File: src/rtl/mag_cmp_pkg.sv
package mag_cmp_pkg;

   // Decision carried along the chain, most significant side first.
   typedef struct packed {
      logic gt;
      logic eq;
      logic lt;
   } cmp_flags_t;

   localparam cmp_flags_t CMP_NEUTRAL = '{gt: 1'b0, eq: 1'b1, lt: 1'b0};

endpackage

File: src/rtl/mag_cmp_slice.sv
module mag_cmp_slice
   import mag_cmp_pkg::*;
(
   input  logic       a_bit,
   input  logic       b_bit,
   input  cmp_flags_t up,
   output cmp_flags_t dn
);

   logic a_wins;
   logic b_wins;
   logic same;

   assign a_wins = a_bit & ~b_bit;
   assign b_wins = ~a_bit & b_bit;
   assign same   = ~(a_bit ^ b_bit);

   // A decision made above is sticky; only an open "equal so far" may change.
   assign dn.gt = up.gt | (up.eq & a_wins);
   assign dn.lt = up.lt | (up.eq & b_wins);
   assign dn.eq = up.eq & same;

   always_comb begin
      // equality can only survive a cell that received it
      a_r9_eq_needs_up : assert (!dn.eq || up.eq)
         else $error("slice equality raised without incoming equality");
   end

endmodule

File: src/rtl/mag_cmp_chain.sv
module mag_cmp_chain
   import mag_cmp_pkg::*;
#(
   parameter int WIDTH   = 16,
   parameter bit EQ_TREE = 1'b0
) (
   input  logic [WIDTH-1:0] a_op,
   input  logic [WIDTH-1:0] b_op,
   input  logic             gt_in,
   input  logic             eq_in,
   input  logic             lt_in,
   output logic             gt_out,
   output logic             eq_out,
   output logic             lt_out
);

   localparam int TOP = WIDTH;

   initial begin
      a_width_legal : assert (WIDTH >= 1)
         else $error("WIDTH must be at least 1");
   end

   // stage[TOP] is the carried-in decision, stage[0] the result after bit 0.
   cmp_flags_t [TOP:0] stage;

   assign stage[TOP] = '{gt: gt_in, eq: eq_in, lt: lt_in};

   for (genvar i = WIDTH - 1; i >= 0; i--) begin : g_bit
      mag_cmp_slice u_slice (
         .a_bit (a_op[i]),
         .b_bit (b_op[i]),
         .up    (stage[i+1]),
         .dn    (stage[i])
      );
   end

   assign gt_out = stage[0].gt;
   assign lt_out = stage[0].lt;

   logic eq_ripple;
   assign eq_ripple = stage[0].eq;

   if (EQ_TREE) begin : g_eq_tree
      logic eq_flat;
      assign eq_flat = eq_in & (&(a_op ~^ b_op));
      assign eq_out  = eq_flat;

      always_comb begin
         // flat reduction and ripple must agree on equality
         a_r2_tree_matches_chain : assert (eq_flat == eq_ripple)
            else $error("flat equality disagrees with chain");
      end
   end else begin : g_eq_ripple
      assign eq_out = eq_ripple;
   end

   logic [2:0] flags_in;
   logic [2:0] flags_out;
   assign flags_in  = {gt_in, eq_in, lt_in};
   assign flags_out = {gt_out, eq_out, lt_out};

   always_comb begin
      // one-hot decision in gives one-hot decision out
      if ($countones(flags_in) == 1)
         a_r4_onehot_kept : assert ($countones(flags_out) == 1)
            else $error("one-hot cascade input produced non one-hot result");
      // a carried-in greater decision is never lost
      if (gt_in)
         a_r5_gt_sticky : assert (gt_out)
            else $error("greater decision dropped");
      // a carried-in less decision is never lost
      if (lt_in)
         a_r6_lt_sticky : assert (lt_out)
            else $error("less decision dropped");
      // no decision in, no decision out
      if (flags_in == 3'b000)
         a_r8_idle_quiet : assert (flags_out == 3'b000)
            else $error("outputs raised with all cascade inputs low");
   end

endmodule

File: config.mk
export PLATFORM = sky130hd
export DESIGN_NAME = mag_cmp_chain
export DESIGN_NICKNAME = d
export VERILOG_FILES = /design/src/rtl/mag_cmp_pkg.sv /design/src/rtl/mag_cmp_slice.sv /design/src/rtl/mag_cmp_chain.sv
export SDC_FILE = /design/constraint.sdc
export NUM_CORES = 1
export LEC_CHECK = 0
export BUFFER_PORTS_ARGS = -buffer_cell sky130_fd_sc_hd__buf_2
export CORE_UTILIZATION = 49
export DETAILED_ROUTE_END_ITERATION = 8
export GPL_TIMING_DRIVEN = 0
export PLACE_DENSITY = 0.85
export RECOVER_POWER = 25
export SETUP_SLACK_MARGIN = 0.15
export SLEW_MARGIN = 25
export SYNTH_ARGS = -nofsm -noshare
export SYNTH_HDL_FRONTEND = slang
export SYNTH_SLANG_ARGS = --single-unit
File: constraint.sdc
create_clock -name vclk -period 2.9
set_input_delay 0.725 -clock vclk [all_inputs]
set_output_delay 0.725 -clock vclk [all_outputs]
set_load 0.03 [all_outputs]
# Word-level counts from Yosys, hierarchy flattened
# Cells that the tools add are included.
# classes
bitwise,176
# op_table
cell,n
$and 1x1->1,80
$not 1->1,48
$or 1x1->1,32
$xor 1x1->1,16
# word_totals
output_inout_bits,3
reg_bits,0

# Longest topological paths before layout
# depth
depth_word,19
ltp_mapped,6

# Hierarchy
# From an unflattened synthesis, not the netlist that was laid out.
# hier_totals
cells_unflattened,112
hier_area_um2,860.8
# by_module_without_submodules
module,seq_area_each_um2,cells_each,instances,area_each_um2
mag_cmp_slice,0.0,7,16,53.8

# Worst setup path after synthesis
# OpenSTA, ideal clock, no wires.
# synth_timing
path_kind,input to output
startpoint,input port a_op[15]
endpoint,output port gt_out
path_stages,5
path_slack_ps,-67
t_arrival_ps,2242
path_buffers,0
cell_sequence,inv_1 ha_1 nand3_2 or4_4 o211ai_1
# synth_between
elab_chain_cells,19
word_cells_on_any_way,50
# synth_lines
element,line,source
start: declaration,mag_cmp_chain.sv:7,"input logic [WIDTH-1:0] a_op,"
$xor 1x1->1,mag_cmp_slice.sv:16,assign same = ~(a_bit ^ b_bit);
$not 1->1,mag_cmp_slice.sv:16,
$and 1x1->1,mag_cmp_slice.sv:21,assign dn.eq = up.eq & same;
$and 1x1->1 (on tied branches),"mag_cmp_slice.sv:19, mag_cmp_slice.sv:21",
"$or 1x1->1, or another cell as far along (13 in a row)",mag_cmp_slice.sv:19,assign dn.gt = up.gt | (up.eq & a_wins);
$or 1x1->1 / $and 1x1->1 (equally long branches),mag_cmp_slice.sv:19,
$or 1x1->1 *,mag_cmp_slice.sv:19,
end: declaration,mag_cmp_chain.sv:12,"output logic gt_out,"
# Every way passes the cells marked *; elsewhere a longest branch is shown, timed or not.

# Final worst setup path
# layout_timing
startpoint,input port a_op[8]
endpoint,output port lt_out
# layout_between
elab_chain_cells,12
word_cells_on_any_way,30
# layout_lines
element,line,source
$not 1->1 / $xor 1x1->1 (equally long branches),"mag_cmp_slice.sv:15, mag_cmp_slice.sv:16",
$and 1x1->1 / $not 1->1 (equally long branches),"mag_cmp_slice.sv:15, mag_cmp_slice.sv:16",
$and 1x1->1 (on tied branches),"mag_cmp_slice.sv:20, mag_cmp_slice.sv:21",
"$or 1x1->1, or another cell as far along (7 in a row)",mag_cmp_slice.sv:20,assign dn.lt = up.lt | (up.eq & b_wins);
$or 1x1->1 / $and 1x1->1 (equally long branches),mag_cmp_slice.sv:20,
$or 1x1->1 *,mag_cmp_slice.sv:20,
end: declaration,mag_cmp_chain.sv:14,output logic lt_out
# Marked as above.

==> qor.csv <==
metric,value,unit
fin. max-slew vios,0,
starting density of the core,52.18,%
HPWL after detailed placement,1492,um
Fmax,0.3511,GHz
layout sequential cell count,0,
Post-Place Setup Slack,-0.02759,ns
PortBufs,38,
kind of capture point of the worst setup path,output pin,
power after layout,0.1899,mW
share of post-route cells with drive strength above 1,46.71,%
antenna violations before repair,0,
drc violations,0,
Final Setup Violations,0,
"commonest cells after routing, fill and taps aside","inv_1 (25), ha_1 (23), buf_2 (21), a21oi_1 (14)",
Chip Width,41.82,um
wire length of the first global-routing pass,3698,um
"most common cell after layout, fill and taps aside",inv_1,
Static Leak,0.7166,nW
overall die area,1749,um2
crit path from,a_op[8],
end point of the most critical hold path,gt_out,
final instance area,1318,um2
Post-Syn Nets,174,
least setup slack across all paths after layout,0.05172,ns
Critical Path Source Type,primary input,
"Req. time, crit path",2.17,ns
Hold Crit Depth,4,
run status,"complete, no violations",
gr usage total,26.01,%
number of global-route vias before repair,920,
placed instance count,161,
worst hold-check path type,primary input to output pin,
Core ar.,1489,um2
ports placed on the boundary,38,
max-capacitance violation count,0,
post-DR wirelength/cell,13.65,um
count of routing violations after the opening detailed-route iteration,16,
worst vdd rail ir drop,97.19,uV
number of clock-tree buffers in the layout,0,
pin count of the biggest net entering global routing,6,
Finished Layout Cells,168,
RSZ-0062 raised after global routing,true,
count of endpoints failing hold in the final timing report,0,
total area of sequential cells,0,um2
"Area growth, synth to finish",69.56,%
count of cell types in the netlist,17,
height of the chip,41.82,um
remaining antenna violation count,0,
count of standard-cell rows,14,
weighted congestion at the end of routability-driven global placement,0.8068,
Tmin final,2.848,ns
multi-input combinational cell area,793.3,um2
gate count after technology mapping,107,
iteration count of the initial detailed-routing pass,4,
number of fillers in the final layout,74,
slew at the pin closest to its max-slew limit,0.2807,ns
Final nets,221,
wire length reported by the detailed router,2294,um
post-synthesis average cell area,7.262,um2
placement-stage cell area,1080,um2
via count,899,
Fin Setup TNS,0,ns
via/cell ratio,5.351,
leftover overflow at the end of global routing,0,
Worst Path Max Fanout,3,
portion of the post-synthesis area used by sequential elements,0,%
origin of the worst min-delay path,gt_in,
start-to-end type of the worst setup path,primary input to output pin,
share of the cycle needed by the critical path after routing,98.22,%
Finished Core Util,88.49,%
Worst Path Arrival,2.12,ns
count of inserted antenna diode cells,0,
Post-Route Hold Slack,1.817,ns
power per cell area,144.1,nW/um2
Netlist Area Pre-Place,777.0,um2
Synth warnings,0,
headroom to the max-slew limit,81.14,%
worst max-delay path: stages:
cell	delay (ns)
buf_8	0.08
inv_4	0.03
ha_4	0.27
nand2_2	0.05
or4_4	0.55
o211ai_1	0.21
buf_4	0.20
Yosys cell counts, drive strengths merged (2+ instances only):
| cell | count | share of area (%) |
|---|---|---|
| a211oi | 2 | 1.9 |
| a21o | 2 | 2.3 |
| a21oi | 14 | 9.0 |
| ha | 32 | 52 |
| inv | 33 | 16 |
| nand2 | 2 | 1.9 |
| nand3 | 5 | 3.9 |
| nor2 | 2 | 0.97 |
| nor3 | 3 | 2.6 |
| o211ai | 2 | 1.9 |
| o21ai | 6 | 3.9 |
| o21bai | 2 | 1.9 |
worst max path at each step:
stage	end	slack [ns]
finish	lt_out	0.05
global route	lt_out	0.01
CTS	gt_out	0.12
detailed placement	gt_out	-0.03
global placement	eq_out	-0.009
floorplan	gt_out	0.04
report_power, final:
| group | internal (mW) | switching, mW |
|---|---|---|
| Sequential | 0 | 0 |
| Combinational | 0.100 | 0.0896 |
| Clock | 0 | 0 |
| Total | 0.100 | 0.0896 |
logic make-up after synthesis:
kind of cell	after synthesis	share of synthesized area (%)
buffers and inverters	33	15.94
AO/OA/AOI/OAI	28	20.93
adder cells (fa/ha/maj)	32	51.53
AND/OR/NAND/NOR	14	11.59
cell type report:
class | instances | share of cell area (%)
tap | 16 | 1.519
timing repair buffer | 45 | 27.16
multi-input combinational | 74 | 60.21
inverter | 33 | 11.11
per-layer routing:
| metal | wire [um] | GRT usage [%] | up-vias |
|---|---|---|---|
| met1 | 814 | 26.32 | 407 |
| met2 | 1289 | 58.44 | 40 |
| met4 | 68 | 0 | 0 |
| met3 | 121 | 1.304 | 10 |
| li1 | - | - | 442 |
| met5 | 0 | 0 | - |
timing repair:
item	CTS	global route
setup endpoints to repair	3	3
pin swaps	13	7
setup buffers	5	2
gates resized for setup	34	10
hold buffers	0	0
No activity file was read; power rests on OpenSTA's default activity.
